[src/rtl/spi_par_pkg.sv]
package spi_par_pkg;

    localparam int WORD_W  = 16;
    localparam int FSZ_W   = 4;
    localparam int LEN_W   = 5;
    localparam int FSZ_MIN = 3;

    localparam int FLG_DONE = 0;
    localparam int FLG_PERR = 1;
    localparam int FLG_TXU  = 2;
    localparam int FLG_RXO  = 3;
    localparam int FLG_N    = 4;

    typedef struct packed {
        logic [FSZ_W-1:0] fsz;
        logic             cpol;
        logic             cpha;
        logic             par_en;
        logic             par_odd;
    } spi_cfg_t;

    typedef struct packed {
        logic frame_done;
        logic par_err;
        logic tx_under;
    } core_evt_t;

    // Number of bits in a frame, with the minimum enforced.
    function automatic logic [LEN_W-1:0] frame_len(input logic [FSZ_W-1:0] fsz);
        if (fsz < FSZ_W'(FSZ_MIN))
            return LEN_W'(FSZ_MIN + 1);
        else
            return {1'b0, fsz} + LEN_W'(1);
    endfunction

    // Mask of the low len bits.
    function automatic logic [WORD_W-1:0] frame_mask(input logic [LEN_W-1:0] len);
        return {WORD_W{1'b1}} >> (LEN_W'(WORD_W) - len);
    endfunction

    // Bit idx (0 = first sent) of a transmit word, with optional parity.
    function automatic logic tx_bit(input logic [WORD_W-1:0] w,
                                    input logic [LEN_W-1:0]  len,
                                    input logic [LEN_W-1:0]  idx,
                                    input logic              pen,
                                    input logic              podd);
        logic       p;
        logic [3:0] pos;
        p = podd;
        for (int i = 1; i < WORD_W; i++)
            if (LEN_W'(i) < len) p = p ^ w[i];
        pos = 4'(len - LEN_W'(1) - idx);
        if (pen && (idx == len - LEN_W'(1)))
            return p;
        else
            return w[pos];
    endfunction

endpackage

[src/rtl/spi_sync.sv]
module spi_sync #(
    parameter int               W       = 3,
    parameter int               STAGES  = 2,
    parameter logic [W-1:0]     RST_VAL = '0
) (
    input  logic         clk,
    input  logic         rst,
    input  logic [W-1:0] d,
    output logic [W-1:0] q
);
    logic [W-1:0] pipe [STAGES];

    always_ff @(posedge clk) begin
        if (rst) begin
            for (int i = 0; i < STAGES; i++) pipe[i] <= RST_VAL;
        end else begin
            pipe[0] <= d;
            for (int i = 1; i < STAGES; i++) pipe[i] <= pipe[i-1];
        end
    end

    assign q = pipe[STAGES-1];
endmodule

[src/rtl/spi_fifo.sv]
module spi_fifo #(
    parameter int W     = 16,
    parameter int DEPTH = 4,
    localparam int AW   = (DEPTH > 1) ? $clog2(DEPTH) : 1,
    localparam int CW   = $clog2(DEPTH + 1)
) (
    input  logic          clk,
    input  logic          rst,
    input  logic          push,
    input  logic [W-1:0]  din,
    input  logic          pop,
    output logic [W-1:0]  dout,
    output logic [CW-1:0] count,
    output logic          empty
);
    logic [W-1:0]  mem [DEPTH];
    logic [AW-1:0] wr_ptr, rd_ptr;
    logic          do_push, do_pop;

    assign empty   = (count == '0);
    assign do_push = push && (count != CW'(DEPTH));
    assign do_pop  = pop && !empty;
    assign dout    = mem[rd_ptr];

    function automatic logic [AW-1:0] nxt(input logic [AW-1:0] p);
        return (p == AW'(DEPTH - 1)) ? '0 : p + AW'(1);
    endfunction

    always_ff @(posedge clk) begin
        if (rst) begin
            wr_ptr <= '0;
            rd_ptr <= '0;
            count  <= '0;
            for (int i = 0; i < DEPTH; i++) mem[i] <= '0;
        end else begin
            if (do_push) begin
                mem[wr_ptr] <= din;
                wr_ptr      <= nxt(wr_ptr);
            end
            if (do_pop) rd_ptr <= nxt(rd_ptr);
            case ({do_push, do_pop})
                2'b10:   count <= count + CW'(1);
                2'b01:   count <= count - CW'(1);
                default: count <= count;
            endcase
        end
    end
endmodule

[src/rtl/spi_shift_core.sv]
module spi_shift_core
    import spi_par_pkg::*;
(
    input  logic              clk,
    input  logic              rst,
    input  spi_cfg_t          cfg,
    input  logic              run,
    input  logic              sck_s,
    input  logic              csn_s,
    input  logic              mosi_s,
    input  logic [WORD_W-1:0] tx_head,
    input  logic              tx_avail,
    output logic              tx_pop,
    output logic              rx_push,
    output logic [WORD_W-1:0] rx_word,
    output core_evt_t         evt,
    output logic              miso
);
    logic              sck_q, csn_q;
    logic              active, pend, miso_q;
    logic [LEN_W-1:0]  rx_cnt, ptr, len;
    logic [WORD_W-2:0] rx_sr;
    logic [WORD_W-1:0] tx_wd, ld_word;
    logic rise, fall, lead, trail, samp, shft;
    logic start, live, done, commit, take;

    always_comb begin
        rise    = sck_s & ~sck_q;
        fall    = ~sck_s & sck_q;
        lead    = cfg.cpol ? fall : rise;
        trail   = cfg.cpol ? rise : fall;
        samp    = cfg.cpha ? trail : lead;
        shft    = cfg.cpha ? lead : trail;
        len     = frame_len(cfg.fsz);
        start   = run && csn_q && !csn_s;
        live    = active && run && !csn_s;
        done    = live && samp && (rx_cnt == len - LEN_W'(1));
        commit  = live && pend && (cfg.cpha ? shft : samp);
        take    = start || commit;
        ld_word = tx_avail ? tx_head : '0;
        tx_pop  = take && tx_avail;
        rx_word = {rx_sr, mosi_s} & frame_mask(len);
        rx_push = done;
        evt.frame_done = done;
        evt.par_err    = done && cfg.par_en && ((^rx_word) ^ cfg.par_odd);
        evt.tx_under   = take && !tx_avail;
    end

    always_ff @(posedge clk) begin
        if (rst) begin
            sck_q  <= 1'b0;
            csn_q  <= 1'b1;
            active <= 1'b0;
            pend   <= 1'b0;
            rx_cnt <= '0;
            ptr    <= '0;
            rx_sr  <= '0;
            tx_wd  <= '0;
            miso_q <= 1'b0;
        end else begin
            sck_q <= sck_s;
            csn_q <= csn_s;
            if (start) begin
                active <= 1'b1;
                pend   <= 1'b0;
                rx_cnt <= '0;
                tx_wd  <= ld_word;
                ptr    <= cfg.cpha ? LEN_W'(0) : LEN_W'(1);
                miso_q <= tx_bit(ld_word, len, '0, cfg.par_en, cfg.par_odd);
            end else if (!live) begin
                active <= 1'b0;
                pend   <= 1'b0;
                rx_cnt <= '0;
            end else begin
                if (samp) begin
                    rx_sr <= {rx_sr[WORD_W-3:0], mosi_s};
                    if (done) begin
                        rx_cnt <= '0;
                        pend   <= 1'b1;
                    end else begin
                        rx_cnt <= rx_cnt + LEN_W'(1);
                    end
                    if (commit) begin
                        tx_wd <= ld_word;
                        ptr   <= LEN_W'(1);
                        pend  <= 1'b0;
                    end
                end
                if (shft) begin
                    if (pend) begin
                        miso_q <= tx_bit(ld_word, len, '0, cfg.par_en, cfg.par_odd);
                        if (commit) begin
                            tx_wd <= ld_word;
                            ptr   <= LEN_W'(1);
                            pend  <= 1'b0;
                        end
                    end else begin
                        miso_q <= tx_bit(tx_wd, len, ptr, cfg.par_en, cfg.par_odd);
                        ptr    <= ptr + LEN_W'(1);
                    end
                end
            end
        end
    end

    assign miso = active ? miso_q : 1'b0;
endmodule

[src/rtl/spi_par_slave.sv]
module spi_par_slave
    import spi_par_pkg::*;
#(
    parameter int FIFO_DEPTH  = 4,
    parameter int SYNC_STAGES = 2,
    localparam int CNT_W      = $clog2(FIFO_DEPTH + 1)
) (
    input  logic              clk,
    input  logic              rst,
    input  logic              sck_i,
    input  logic              csn_i,
    input  logic              mosi_i,
    output logic              miso_o,
    input  logic [FSZ_W-1:0]  fsz_i,
    input  logic              cpol_i,
    input  logic              cpha_i,
    input  logic              par_en_i,
    input  logic              par_odd_i,
    input  logic              halt_i,
    output logic              running_o,
    input  logic              tx_push_i,
    input  logic [WORD_W-1:0] tx_data_i,
    output logic              tx_full_o,
    input  logic              rx_pop_i,
    output logic [WORD_W-1:0] rx_data_o,
    output logic [CNT_W-1:0]  rx_count_o,
    input  logic              rx_drain_en_i,
    output logic              rx_drain_req_o,
    input  logic [FLG_N-1:0]  flag_clr_i,
    output logic [FLG_N-1:0]  flags_o
);
    spi_cfg_t          cfg;
    logic [2:0]        pins_s;
    logic              run_q;
    logic [WORD_W-1:0] tx_head, rx_word;
    logic [CNT_W-1:0]  tx_cnt;
    logic              tx_empty, rx_empty, tx_pop, rx_done, rx_full;
    core_evt_t         evt;
    logic [FLG_N-1:0]  flg_q, flg_set;

    assign cfg = '{fsz: fsz_i, cpol: cpol_i, cpha: cpha_i,
                   par_en: par_en_i, par_odd: par_odd_i};

    spi_sync #(.W(3), .STAGES(SYNC_STAGES), .RST_VAL(3'b010)) u_sync (
        .clk (clk),
        .rst (rst),
        .d   ({sck_i, csn_i, mosi_i}),
        .q   (pins_s)
    );

    always_ff @(posedge clk) begin
        if (rst) run_q <= 1'b0;
        else     run_q <= !halt_i;
    end
    assign running_o = run_q;

    spi_fifo #(.W(WORD_W), .DEPTH(FIFO_DEPTH)) u_txq (
        .clk   (clk),
        .rst   (rst),
        .push  (tx_push_i),
        .din   (tx_data_i),
        .pop   (tx_pop),
        .dout  (tx_head),
        .count (tx_cnt),
        .empty (tx_empty)
    );
    assign tx_full_o = (tx_cnt == CNT_W'(FIFO_DEPTH));

    spi_shift_core u_core (
        .clk      (clk),
        .rst      (rst),
        .cfg      (cfg),
        .run      (run_q),
        .sck_s    (pins_s[2]),
        .csn_s    (pins_s[1]),
        .mosi_s   (pins_s[0]),
        .tx_head  (tx_head),
        .tx_avail (!tx_empty),
        .tx_pop   (tx_pop),
        .rx_push  (rx_done),
        .rx_word  (rx_word),
        .evt      (evt),
        .miso     (miso_o)
    );

    assign rx_full = (rx_count_o == CNT_W'(FIFO_DEPTH));

    spi_fifo #(.W(WORD_W), .DEPTH(FIFO_DEPTH)) u_rxq (
        .clk   (clk),
        .rst   (rst),
        .push  (rx_done && !rx_full),
        .din   (rx_word),
        .pop   (rx_pop_i),
        .dout  (rx_data_o),
        .count (rx_count_o),
        .empty (rx_empty)
    );
    assign rx_drain_req_o = rx_drain_en_i && !rx_empty;

    always_comb begin
        flg_set           = '0;
        flg_set[FLG_DONE] = evt.frame_done;
        flg_set[FLG_PERR] = evt.par_err;
        flg_set[FLG_TXU]  = evt.tx_under;
        flg_set[FLG_RXO]  = rx_done && rx_full;
    end

    always_ff @(posedge clk) begin
        if (rst) flg_q <= '0;
        else     flg_q <= (flg_q & ~flag_clr_i) | flg_set;
    end
    assign flags_o = flg_q;
endmodule

[config.mk]
export PLATFORM = sky130hd
export DESIGN_NAME = spi_par_slave
export DESIGN_NICKNAME = d
export VERILOG_FILES = /design/src/rtl/spi_par_pkg.sv /design/src/rtl/spi_sync.sv /design/src/rtl/spi_fifo.sv /design/src/rtl/spi_shift_core.sv /design/src/rtl/spi_par_slave.sv
export SDC_FILE = /design/constraint.sdc
export NUM_CORES = 1
export LEC_CHECK = 0
export BUFFER_PORTS_ARGS = -buffer_cell sky130_fd_sc_hd__buf_2
export CAP_MARGIN = 20
export CORE_MARGIN = 2
export CORE_UTILIZATION = 35
export DETAILED_ROUTE_END_ITERATION = 10
export PLACE_DENSITY_LB_ADDON = 0.15
export SLEW_MARGIN = 10
export SYNTH_ARGS = -nofsm -noshare
export SYNTH_HDL_FRONTEND = slang
export SYNTH_SLANG_ARGS = --single-unit
[constraint.sdc]
create_clock -name clk -period 10.42 [get_ports clk]
set_input_delay 1.042 -clock clk [delete_from_list [all_inputs] [get_ports clk]]
set_output_delay 1.042 -clock clk [all_outputs]
set_load 0.02 [all_outputs]
==> results of run 1 <==
## cells in the mapped netlist (4+ instances only)
| master | instances | area, um2 |
|---|---|---|
| a31oi_1 | 6 | 37.54 |
| or3_1 | 6 | 37.54 |
| nor4b_1 | 4 | 35.03 |
| buf_2 | 10 | 50.05 |
| nand4_1 | 11 | 68.82 |
| dfxtp_1 | 75 | 1501 |
| and2_1 | 73 | 456.7 |
| nand3b_1 | 4 | 30.03 |
| xor2_1 | 23 | 201.4 |
| clkbuf_1 | 27 | 101.4 |
| buf_4 | 5 | 37.54 |
| o211ai_1 | 10 | 75.07 |
| buf_6 | 9 | 101.4 |
| nand3_1 | 20 | 100.1 |
| a21oi_1 | 66 | 330.3 |
| o21a_1 | 5 | 37.54 |
| o21ai_0 | 20 | 100.1 |
| mux4_2 | 39 | 878.3 |
| xnor2_1 | 32 | 280.3 |
| a21boi_0 | 4 | 30.03 |
| mux2i_1 | 12 | 120.1 |
| nor3_1 | 10 | 50.05 |
| inv_1 | 22 | 82.58 |
| nor2_4 | 10 | 112.6 |
| ha_1 | 17 | 212.7 |
| nand2b_1 | 16 | 100.1 |
| nand2_1 | 99 | 371.6 |
| or2_2 | 8 | 50.05 |
| nor2_1 | 122 | 457.9 |
| edfxtp_1 | 128 | 3844 |
| nor2b_1 | 15 | 93.84 |
## layer usage
layer  up-vias  share of wire
met4         0          0.023
met5         -              0
met1      3418           0.44
li1       3548              -
met2       117           0.51
met3        40          0.036
## power by group through the flow
stage,clock (mW),combinational (mW),sequential [mW]
6_report,0.821,0.193,0.899
3_3_place_gp,0,0.194,0.916
2_1_floorplan,0,0.140,0.910
3_5_place_dp,0,0.195,0.917
4_1_cts,0.844,0.196,0.900
5_1_grt,0.872,0.213,0.903
## state kept, by name, indices dropped and copies added, names as in the netlist, named ones only
register / cells
u_rxq.wr_ptr: 2
u_core.ptr: 5
u_core.tx_wd: 16
u_core.sck_q: 1
u_txq.wr_ptr: 2
flags_o: 4
u_core.rx_cnt: 5
u_rxq.mem: 64
running_o: 1
u_core.csn_q: 1
u_core.rx_sr: 15
u_core.active: 1
u_rxq.count: 3
u_txq.mem: 64
u_sync.pipe: 6
u_txq.rd_ptr: 2
u_core.miso_q: 1
u_txq.count: 3
u_rxq.rd_ptr: 2
u_core.pend: 1
## worst register-to-register path: stages (launching register included)
cell,delay (ns)
dfxtp_1,0.32
nor2b_2,0.25
nand2_1,0.17
nor3_1,0.29
nand3_2,0.13
nor3_2,0.19
nand2_1,0.08
or2_1,0.44
or3b_1,0.45
buf_4,0.25
nand2b_1,0.64
## metrics by stage
stage,total power [mW],setup slack [ns],cells,cell area (um2),hold WS (ns)
3_5_place_dp,1.112,3.718,1380,11210,0.3989
6_report,1.913,4.302,1426,12010,0.4084
3_3_place_gp,1.110,3.877,1380,11210,0.3975
4_1_cts,1.940,4.262,1424,11990,0.4117
5_1_grt,1.988,3.813,1426,12010,0.4376
2_1_floorplan,1.050,5.676,974,10640,0.3895
## final timing paths
path / to
hold / removal: u_sync.pipe[0][4]$_SDFF_PP1_
setup reg to reg: u_rxq.mem[1][5]$_SDFFCE_PN0P_
setup / recovery: u_rxq.mem[1][5]$_SDFFCE_PN0P_
hold reg to reg: u_sync.pipe[0][4]$_SDFF_PP1_
## area by class of cell
type | count | area (um2) | area share
Clock buffer | 34 | 679.4 | 0.05659
Clock inverter | 10 | 95.09 | 0.007921
Inverter | 23 | 86.33 | 0.007191
Multi-Input combinational cell | 693 | 4916 | 0.4095
Sequential cell | 203 | 5345 | 0.4452
Tap cell | 390 | 488.0 | 0.04065
Timing Repair Buffer | 73 | 395.4 | 0.03293
## cell families (layout without fill, tap and decap cells)
logic type,Yosys count,after routing
and+or+nand+nor,417,417
DFF,203,203
AOI/OAI and AO/OA,148,148
buffers and inverters,78,140
xor gates and xnor gates,57,57
muxes,51,51
adders and majority gates,20,20
==> key figures, run 1 <==
Clocking
  – TritonCTS Sinks: 203
  – Maximum clock path buffer count: 3
  – # resized after CTS: 0
  – CTS tree: done
  – Clock Latency Late Sink: 0.52 ns
  – Post-CTS setup buffer count: 0
  – Num CTS Buffers: 24
  – H-tree depth: 1
  – Clk pin slew, worst setup/hold paths: 0.05 ns
  – Root Driver: clkbuf_16
  – Hold_buf cts: 0

Global routing
  – Initial antenna violation count: 0
  – Global-route wire length before repair: 40.74 mm
  – Total GRT Usage: 0.1640
  – Vias in the first global route: 7326
  – Largest net degree at the start of global routing: 56
  – Congestion Overflow GR: 0
  – GRT met3 Usage: 0.02089
  – Grt met1 use: 0.2056
  – M2 GR Usage: 0.2946
  – GRT busiest layer: met2

Placed design
  – Number of buffers added on ports: 63
  – GPL Wtd Cong: 0.8482
  – DP HPWL: 17.65 mm

Power
  – Gate power share: 0.101
  – Leakage: 4.122 nW
  – Pint: 1.460 mW
  – PD cells: 159.4 nW/um2
  – Sw Pwr: 0.4533 mW
  – Reg power frac: 0.470
  – Clock power frac: 0.429
  – Worst ir drop on vdd: 112.6 uV
  – Switching share of power: 0.2369

Setup path
  – Critical Path AT: 6.25 ns
  – Crit path cell chain: buf_2, ha_1, nor3_1, nor2_2, clkinv_1, ha_1, inv_1, ha_1, xnor2_1, nand3_2, nor3_2, nand2_1, or2_1, or3b_1, buf_4, nand2b_1
  – R2R cell count: 10
  – Critical Path End Type: flip-flop
  – Critical Path Fanout Max: 25
  – CP dominant cell by count: ha_1
  – Startpoint Class: primary input
  – Worst path bufs/invs: 4
  – Slowest CP cell: ha_1
  – Reg-to-reg setup timing slack: 6.84 ns
  – Critical path required time: 10.55 ns
  – Type of the worst setup path: in -> reg
  – Worst path top cell family by delay: simple AND/OR/NAND/NOR gates
  – Worst path max stage delay: 0.75 ns
  – Crit Reg-Reg Startpoint: running_o$_SDFF_PP0_
  – Critical path launch point: fsz_i[0]
  – CP Depth: 16

Min path
  – Worst min path class: reg -> reg
  – Hold Path Origin: u_sync.pipe[0][1]$_SDFF_PP1_
  – Worst Hold Depth: 1

STA
  – Clk_skew: 0.01223 ns
  – Fmax: 163.4 MHz
  – Worst slew margin: 0.2762
  – Final setup viols: 0
  – Final count of pins violating max slew: 0
  – Tcrit/Tclk final: 0.5872
  – Worst slew pin tran: 1.082 ns
  – Final TNS setup: 0 ns
  – Final critical-path required period: 6.118 ns
  – Unrepaired setup endpoints after global routing: no
  – Final hold viol count: 0

Layout
  – Commonest non-fill, non-tap cell in the layout: edfxtp_1
  – Layout cells sized above 1: 0.1795
  – Layout area overhead: 12.82%
  – Most frequent cells in the layout: edfxtp_1, nor2_1, nand2_1
  – Core Util, Final: 0.4029
  – Diodes inserted: 0
  – Nets: 1075
  – Filler Cells Inserted: 2926

Run
  – Maxcap violations: 0

Logic synthesis
  – Syn_area_per_cell: 10.93 um2
  – Ys async rst share: 0
  – Synthesized area: 10640 um2
  – Largest family of logic cells by synthesized area: simple AND/OR/NAND/NOR gates
  – Post-synthesis adder-cell area fraction: 0.02563
  – Xor and xnor area share after synthesis: 0.04891
  – Simple-Gate Fraction of Synth Area: 0.2012
  – Synth Warn #: 0
  – Most used DFF post-synth: edfxtp_1
  – Post-synth cell types: 75
  – Post-synthesis sequential area ratio: 0.5023
  – EDFF count, synth: 128
  – Mapped Nets: 1031
  – Compound-Gate Fraction of Synth Area: 0.08983
  – Cells after synthesis: 974
  – Number of synthesized register bits: 203
  – Post-synthesis mux area share: 0.09383

Detailed routing
  – Number of DRC markers in iteration 0: 501
  – Post-Route WL: 25.28 mm
  – Vias: 7123
  – Initial DRT Pass Iterations: 5
  – Routed WL per cell: 17.73 um
  – Post-DRT Antenna Nets: 0
  – Vias per cell: 4.995
  – DR DRC count: 0

Die
  – Core Rows: 63
  – Initial Utilization: 0.3571
  – Total die area: 31810 um2
  – Core ar.: 29800 um2
  – DIE HEIGHT: 178.4 um
  – Die X: 178.4 um
  – IO Count: 64

Status
  – Status: complete, no violations
Note: power is estimated with default switching activity, not from simulation.
==> run 2: changes to the inputs <==
==> constraint.sdc (replaced) <==
create_clock -name clk -period 5.9 [get_ports clk]
set_input_delay 0.59 -clock clk [delete_from_list [all_inputs] [get_ports clk]]
set_output_delay 0.59 -clock clk [all_outputs]
set_load 0.02 [all_outputs]
==> key figures, run 2 (synthesis results as in run 1) <==
Status
  – Status: complete, no violations

Detailed routing
  – Initial DRT Pass Iterations: 4 (-1)
  – Routed WL per cell: 17.73 um (about the same)
  – Vias: 7105 (-0.25%)
  – Vias per cell: 4.972 (-0.46%)
  – Post-Route WL: 25.33 mm (+0.21%)
  – DR DRC count: 0 (unchanged)
  – Post-DRT Antenna Nets: 0 (unchanged)
  – Number of DRC markers in iteration 0: 399 (-20%)

Clocking
  – Hold_buf cts: 0 (unchanged)
  – TritonCTS Sinks: 203 (unchanged)
  – Post-CTS setup buffer count: 0 (unchanged)
  – CTS tree: done
  – Clk pin slew, worst setup/hold paths: 0.06 ns (about the same)
  – Maximum clock path buffer count: 3 (unchanged)
  – Root Driver: clkbuf_16
  – Clock Latency Late Sink: 0.51 ns (about the same)
  – # resized after CTS: 0 (unchanged)
  – H-tree depth: 1 (unchanged)
  – Num CTS Buffers: 23 (-4.2%)

STA
  – Tcrit/Tclk final: 0.8129
  – Final setup viols: 0 (unchanged)
  – Fmax: 208.5 MHz
  – Final TNS setup: 0 ns (unchanged)
  – Final critical-path required period: 4.796 ns
  – Final hold viol count: 0 (unchanged)
  – Worst slew pin tran: 0.9652 ns (-0.1166 ns)
  – Clk_skew: 0.01568 ns (+0.003446 ns)
  – Final count of pins violating max slew: 0 (unchanged)
  – Unrepaired setup endpoints after global routing: no
  – Worst slew margin: 0.3516 (+0.07543)

Setup path
  – Reg-to-reg setup timing slack: 2.34 ns (-4.50 ns)
  – R2R cell count: 10 (unchanged)
  – Critical Path Fanout Max: 19 (-24%)
  – Crit Reg-Reg Startpoint: running_o$_SDFF_PP0_
  – Startpoint Class: primary input
  – Critical Path AT: 4.92 ns (-1.33 ns)
  – Type of the worst setup path: in -> reg
  – Critical path required time: 6.02 ns (-4.53 ns)
  – Critical Path End Type: flip-flop
  – R2r endpoint: u_rxq.mem[0][9]$_SDFFCE_PN0P_

Global routing
  – Initial antenna violation count: 0 (unchanged)
  – Vias in the first global route: 7230 (-1.3%)
  – Global-route wire length before repair: 40.24 mm (-1.2%)
  – Largest net degree at the start of global routing: 80 (+43%)
  – Total GRT Usage: 0.1630 (-0.001016)
  – Congestion Overflow GR: 0 (unchanged)

Placed design
  – DP HPWL: 17.34 mm (-1.8%)
  – Number of buffers added on ports: 63 (unchanged)
  – GPL Wtd Cong: 0.8431 (-0.60%)

Layout
  – Layout area overhead: 13.13%
  – Layout cells sized above 1: 0.1858 (+0.006219)
  – Biggest regs: u_rxq.mem (64), u_txq.mem (64), u_core.tx_wd (16)
  – Nets: 1079 (+0.37%)
  – Filler Cells Inserted: 2928 (+0.068%)
  – Commonest non-fill, non-tap cell in the layout: edfxtp_1
  – Core Util, Final: 0.4040 (+0.001134)
  – Most frequent cells in the layout: edfxtp_1, nor2_1, nand2_1
  – Diodes inserted: 0 (unchanged)

Die
  – Core ar.: 29800 um2 (unchanged)
  – Total die area: 31810 um2 (unchanged)
  – DIE HEIGHT: 178.4 um (unchanged)
  – Die X: 178.4 um (unchanged)
  – Initial Utilization: 0.3571 (unchanged)
  – IO Count: 64 (unchanged)
  – Core Rows: 63 (unchanged)

Power
  – PD cells: 282.3 nW/um2 (+77%)
  – Worst ir drop on vdd: 192.4 uV (+71%)
  – Leakage: 4.147 nW (+0.60%)

Min path
  – Worst min path class: in -> reg
  – Worst Hold Depth: 2 (+1)
  – Hold endpoint: running_o$_SDFF_PP0_
  – Hold Path Origin: halt_i

Run
  – Maxcap violations: 0 (unchanged)
==> run 2: cell types whose count changed in the layout (fill, tap and decap cells not counted), sizes merged <==
cell    change
inv         +1
clkbuf      -2
bufinv      +1
buf         +6
clkinv      -3
==> run 2: through the flow <==
step / cell area (um2) / hold WS, ns / std cells / setup WS (ns) / power, mW
3_5_place_dp: 11260 / 0.3997 / 1386 / 0.5533 / 1.963
5_1_grt: 12040 / 0.2173 / 1429 / 0.6967 / 3.528
2_1_floorplan: 10640 / 0.3895 / 974 / 1.608 / 1.855
3_3_place_gp: 11260 / 0.3998 / 1386 / 0.6289 / 1.960
4_1_cts: 12030 / 0.1946 / 1428 / 1.056 / 3.446
6_report: 12040 / 0.2191 / 1429 / 1.104 / 3.399
==> run 2: worst max path at each step <==
stage                   from                        endpoint  slack [ns]  cells past startpoint
finish              fsz_i[0]   u_rxq.mem[0][9]$_SDFFCE_PN0P_        1.10                     14
global route        fsz_i[0]  u_rxq.mem[0][10]$_SDFFCE_PN0P_        0.70                     14
CTS                 fsz_i[0]   u_rxq.mem[0][9]$_SDFFCE_PN0P_        1.06                     14
detailed placement  fsz_i[0]   u_rxq.mem[0][9]$_SDFFCE_PN0P_        0.55                     14
global placement    fsz_i[0]  u_rxq.mem[0][11]$_SDFFCE_PN0P_        0.63                     14
floorplan           fsz_i[0]   u_rxq.mem[1][0]$_SDFFCE_PN0P_        1.61                     17
==> run 2: final cells by class <==
cell class | instances | area, um2 | share of cell area
clock buffer | 33 | 653.1 | 0.05425
tap | 390 | 488.0 | 0.04053
multi-input combinational | 693 | 4916 | 0.4083
sequential | 203 | 5345 | 0.4440
inverter | 23 | 86.33 | 0.007171
clock inverter | 9 | 122.6 | 0.01019
timing repair buffer | 78 | 427.9 | 0.03554
==> run 2: routing by layer <==
| metal | track usage | share of wire | vias up |
|---|---|---|---|
| li1 | - | - | 3555 |
| met1 | 0.1969 | 0.42 | 3411 |
| met2 | 0.3050 | 0.53 | 105 |
| met3 | 0.02067 | 0.029 | 34 |
| met4 | 0.04065 | 0.022 | 0 |
| met5 | 0 | 0 | - |
==> run 2: worst max-delay path, stage by stage <==
cell      delay [ns]
buf_2           0.27
ha_1            0.22
nor3_1          0.07
nor2_2          0.39
clkinv_1        0.33
ha_1            0.33
a211o_2         0.46
xnor2_1         0.21
nor3_2          0.16
nand2_1         0.08
or2_1           0.21
buf_4           0.21
or3_1           0.62
nand2b_1        0.75
==> run 2: report_power, final <==
group / total, mW / leakage [nW] / internal (mW) / switching, mW
logic: 0.342 / 1.88 / 0.129 / 0.213
registers: 1.59 / 1.89 / 1.56 / 0.0206
clock network: 1.47 / 0.383 / 0.900 / 0.571
total: 3.40 / 4.15 / 2.59 / 0.805
==> run 3: changes to the inputs <==
==> constraint.sdc (replaced) <==
create_clock -name clk -period 4.3 [get_ports clk]
set_input_delay 0.43 -clock clk [delete_from_list [all_inputs] [get_ports clk]]
set_output_delay 0.43 -clock clk [all_outputs]
set_load 0.02 [all_outputs]
==> key figures, run 3 (synthesis results as in run 1) <==
Setup path
  – CP dominant cell by count: ha_1
  – Critical Path Fanout Max: 16 (-3)
  – Worst path max stage delay: 0.40 ns (-0.35 ns)
  – Crit path cell chain: buf_2, ha_1, nor3_1, nor2_2, clkinv_1, ha_1, inv_1, ha_1, xnor2_1, nand3_2, nor3_2, nand2_1, or2_1, or3b_1, nand2b_1, buf_4
  – Slowest CP cell: or3b_1
  – Startpoint Class: primary input
  – CP Depth: 16 (+2)
  – Critical path required time: 4.49 ns (-1.53 ns)
  – R2R cell count: 11 (+1)
  – Worst path top cell family by delay: simple AND/OR/NAND/NOR gates
  – Type of the worst setup path: in -> reg
  – Critical Path End Type: flip-flop
  – Worst path bufs/invs: 4 (+1)
  – Critical Path AT: 3.56 ns (-1.36 ns)

Die
  – Core ar.: 29800 um2 (unchanged)
  – Total die area: 31810 um2 (unchanged)
  – Core Rows: 63 (unchanged)
  – Die X: 178.4 um (unchanged)
  – Initial Utilization: 0.3571 (unchanged)
  – IO Count: 64 (unchanged)
  – DIE HEIGHT: 178.4 um (unchanged)

Layout
  – Commonest non-fill, non-tap cell in the layout: edfxtp_1
  – Core Util, Final: 0.4099 (+0.005879)
  – Layout area overhead: 14.78%
  – Diodes inserted: 0 (unchanged)
  – Layout cells sized above 1: 0.2024 (+0.01669)
  – Most frequent cells in the layout: edfxtp_1, nor2_1, nand2_1
  – Biggest regs: u_rxq.mem (64), u_txq.mem (64), u_core.tx_wd (16)
  – Nets: 1101 (+2.0%)

Placed design
  – Number of buffers added on ports: 63 (unchanged)
  – DP HPWL: 17.64 mm (+1.7%)
  – GPL Wtd Cong: 0.8234 (-2.3%)

Power
  – Leakage: 4.249 nW (+2.5%)
  – PD cells: 377.2 nW/um2 (+34%)
  – Worst ir drop on vdd: 254.1 uV (+32%)
  – Final Total Pwr: 4.607 mW (+36%)

STA
  – Final TNS setup: 0 ns (unchanged)
  – Unrepaired setup endpoints after global routing: no
  – Final setup viols: 0 (unchanged)
  – Worst slew pin tran: 0.8453 ns (-0.1198 ns)
  – Clk_skew: 0.01868 ns (+0.003000 ns)
  – Hold_ws: 0.06601 ns (-0.1530 ns)
  – Final hold viol count: 0 (unchanged)
  – Worst slew margin: 0.4364 (+0.08485)
  – Fmax: 296.8 MHz
  – Final critical-path required period: 3.369 ns
  – Tcrit/Tclk final: 0.7836
  – Final count of pins violating max slew: 0 (unchanged)

Clocking
  – Maximum clock path buffer count: 3 (unchanged)
  – Clock Latency Late Sink: 0.51 ns (about the same)
  – H-tree depth: 1 (unchanged)
  – TritonCTS Sinks: 203 (unchanged)
  – Num CTS Buffers: 24 (+4.3%)
  – Hold_buf cts: 0 (unchanged)
  – # resized after CTS: 0 (unchanged)
  – CTS tree: done
  – Root Driver: clkbuf_16
  – Clk pin slew, worst setup/hold paths: 0.05 ns (about the same)
  – Post-CTS setup buffer count: 0 (unchanged)

Detailed routing
  – DR DRC count: 0 (unchanged)
  – Vias per cell: 4.981 (+0.19%)
  – Number of DRC markers in iteration 0: 405 (+1.5%)
  – Initial DRT Pass Iterations: 6 (+2)
  – Vias: 7233 (+1.8%)
  – Post-Route WL: 24.92 mm (-1.6%)
  – Routed WL per cell: 17.16 um (-3.2%)
  – Post-DRT Antenna Nets: 0 (unchanged)

Global routing
  – Total GRT Usage: 0.1614 (-0.001654)
  – GRT met3 Usage: 0.01876 (-0.001918)
  – Congestion Overflow GR: 0 (unchanged)
  – Largest net degree at the start of global routing: 45 (-44%)
  – Grt met1 use: 0.1938 (-0.003068)
  – GRT busiest layer: met2
  – Vias in the first global route: 7503 (+3.8%)
  – Global-route wire length before repair: 40.29 mm (+0.12%)
  – Initial antenna violation count: 0 (unchanged)
  – M2 GR Usage: 0.3004 (-0.004665)

Status
  – Status: complete, no violations

Run
  – Maxcap violations: 0 (unchanged)

Min path
  – Worst min path class: in -> reg
  – Worst Hold Depth: 2 (unchanged)
[run 3: cell count changes in the layout (fill, tap and decap cells not counted), moves of 2 or more]
| cell | previous run | this run |
|---|---|---|
| buf_4 | 15 | 34 |
| bufinv_16 | 3 | 1 |
| clkbuf_1 | 6 | 4 |
| clkbuf_16 | 23 | 25 |
| clkbuf_4 | 0 | 4 |
| clkbuf_8 | 4 | 2 |
| clkinv_1 | 2 | 5 |
| clkinv_2 | 4 | 2 |
[run 3: per-layer routing]
| metal | vias up | part of all wire | routed length (um) |
|---|---|---|---|
| met5 | - | 0 | 0 |
| met4 | 0 | 0.027 | 666 |
| met3 | 44 | 0.030 | 754 |
| met2 | 131 | 0.52 | 13050 |
| met1 | 3457 | 0.42 | 10440 |
| li1 | 3601 | - | - |
[run 3: cell type report]
class / count / area [um2]
inverters: 23 / 86.33
clock buffers: 35 / 698.2
fillers: 2875 / 17580
flip-flops and latches: 203 / 5345
repair buffers: 99 / 609.3
well taps: 390 / 488.0
clock inverters: 9 / 71.32
multi-input cells: 693 / 4916
[run 3: worst paths after layout]
kind	start	to	slack (ns)
hold reg to reg	u_sync.pipe[0][1]$_SDFF_PP1_	u_sync.pipe[0][4]$_SDFF_PP1_	0.41
hold / removal	halt_i	running_o$_SDFF_PP0_	0.07
setup reg to reg	u_core.sck_q$_SDFF_PP0_	u_txq.count[2]$_SDFFE_PP0P_	1.16
setup / recovery	fsz_i[0]	u_rxq.mem[1][9]$_SDFFCE_PN0P_	0.93
[run 3: power by group]
group	total, mW	internal, mW	switching, mW
clock network	1.95	1.18	0.766
registers	2.18	2.15	0.0283
logic	0.483	0.193	0.289
[run 3: stage by stage]
| stage | cell area, um2 | instances | worst slack [ns] |
|---|---|---|---|
| floorplan | 10640 | 974 | 0.1682 |
| global placement | 11400 | 1405 | 0.3935 |
| global route | 12210 | 1452 | 0.6608 |
| finish | 12210 | 1452 | 0.9306 |
| CTS | 12200 | 1450 | 0.8645 |
| detailed placement | 11430 | 1406 | 0.3574 |
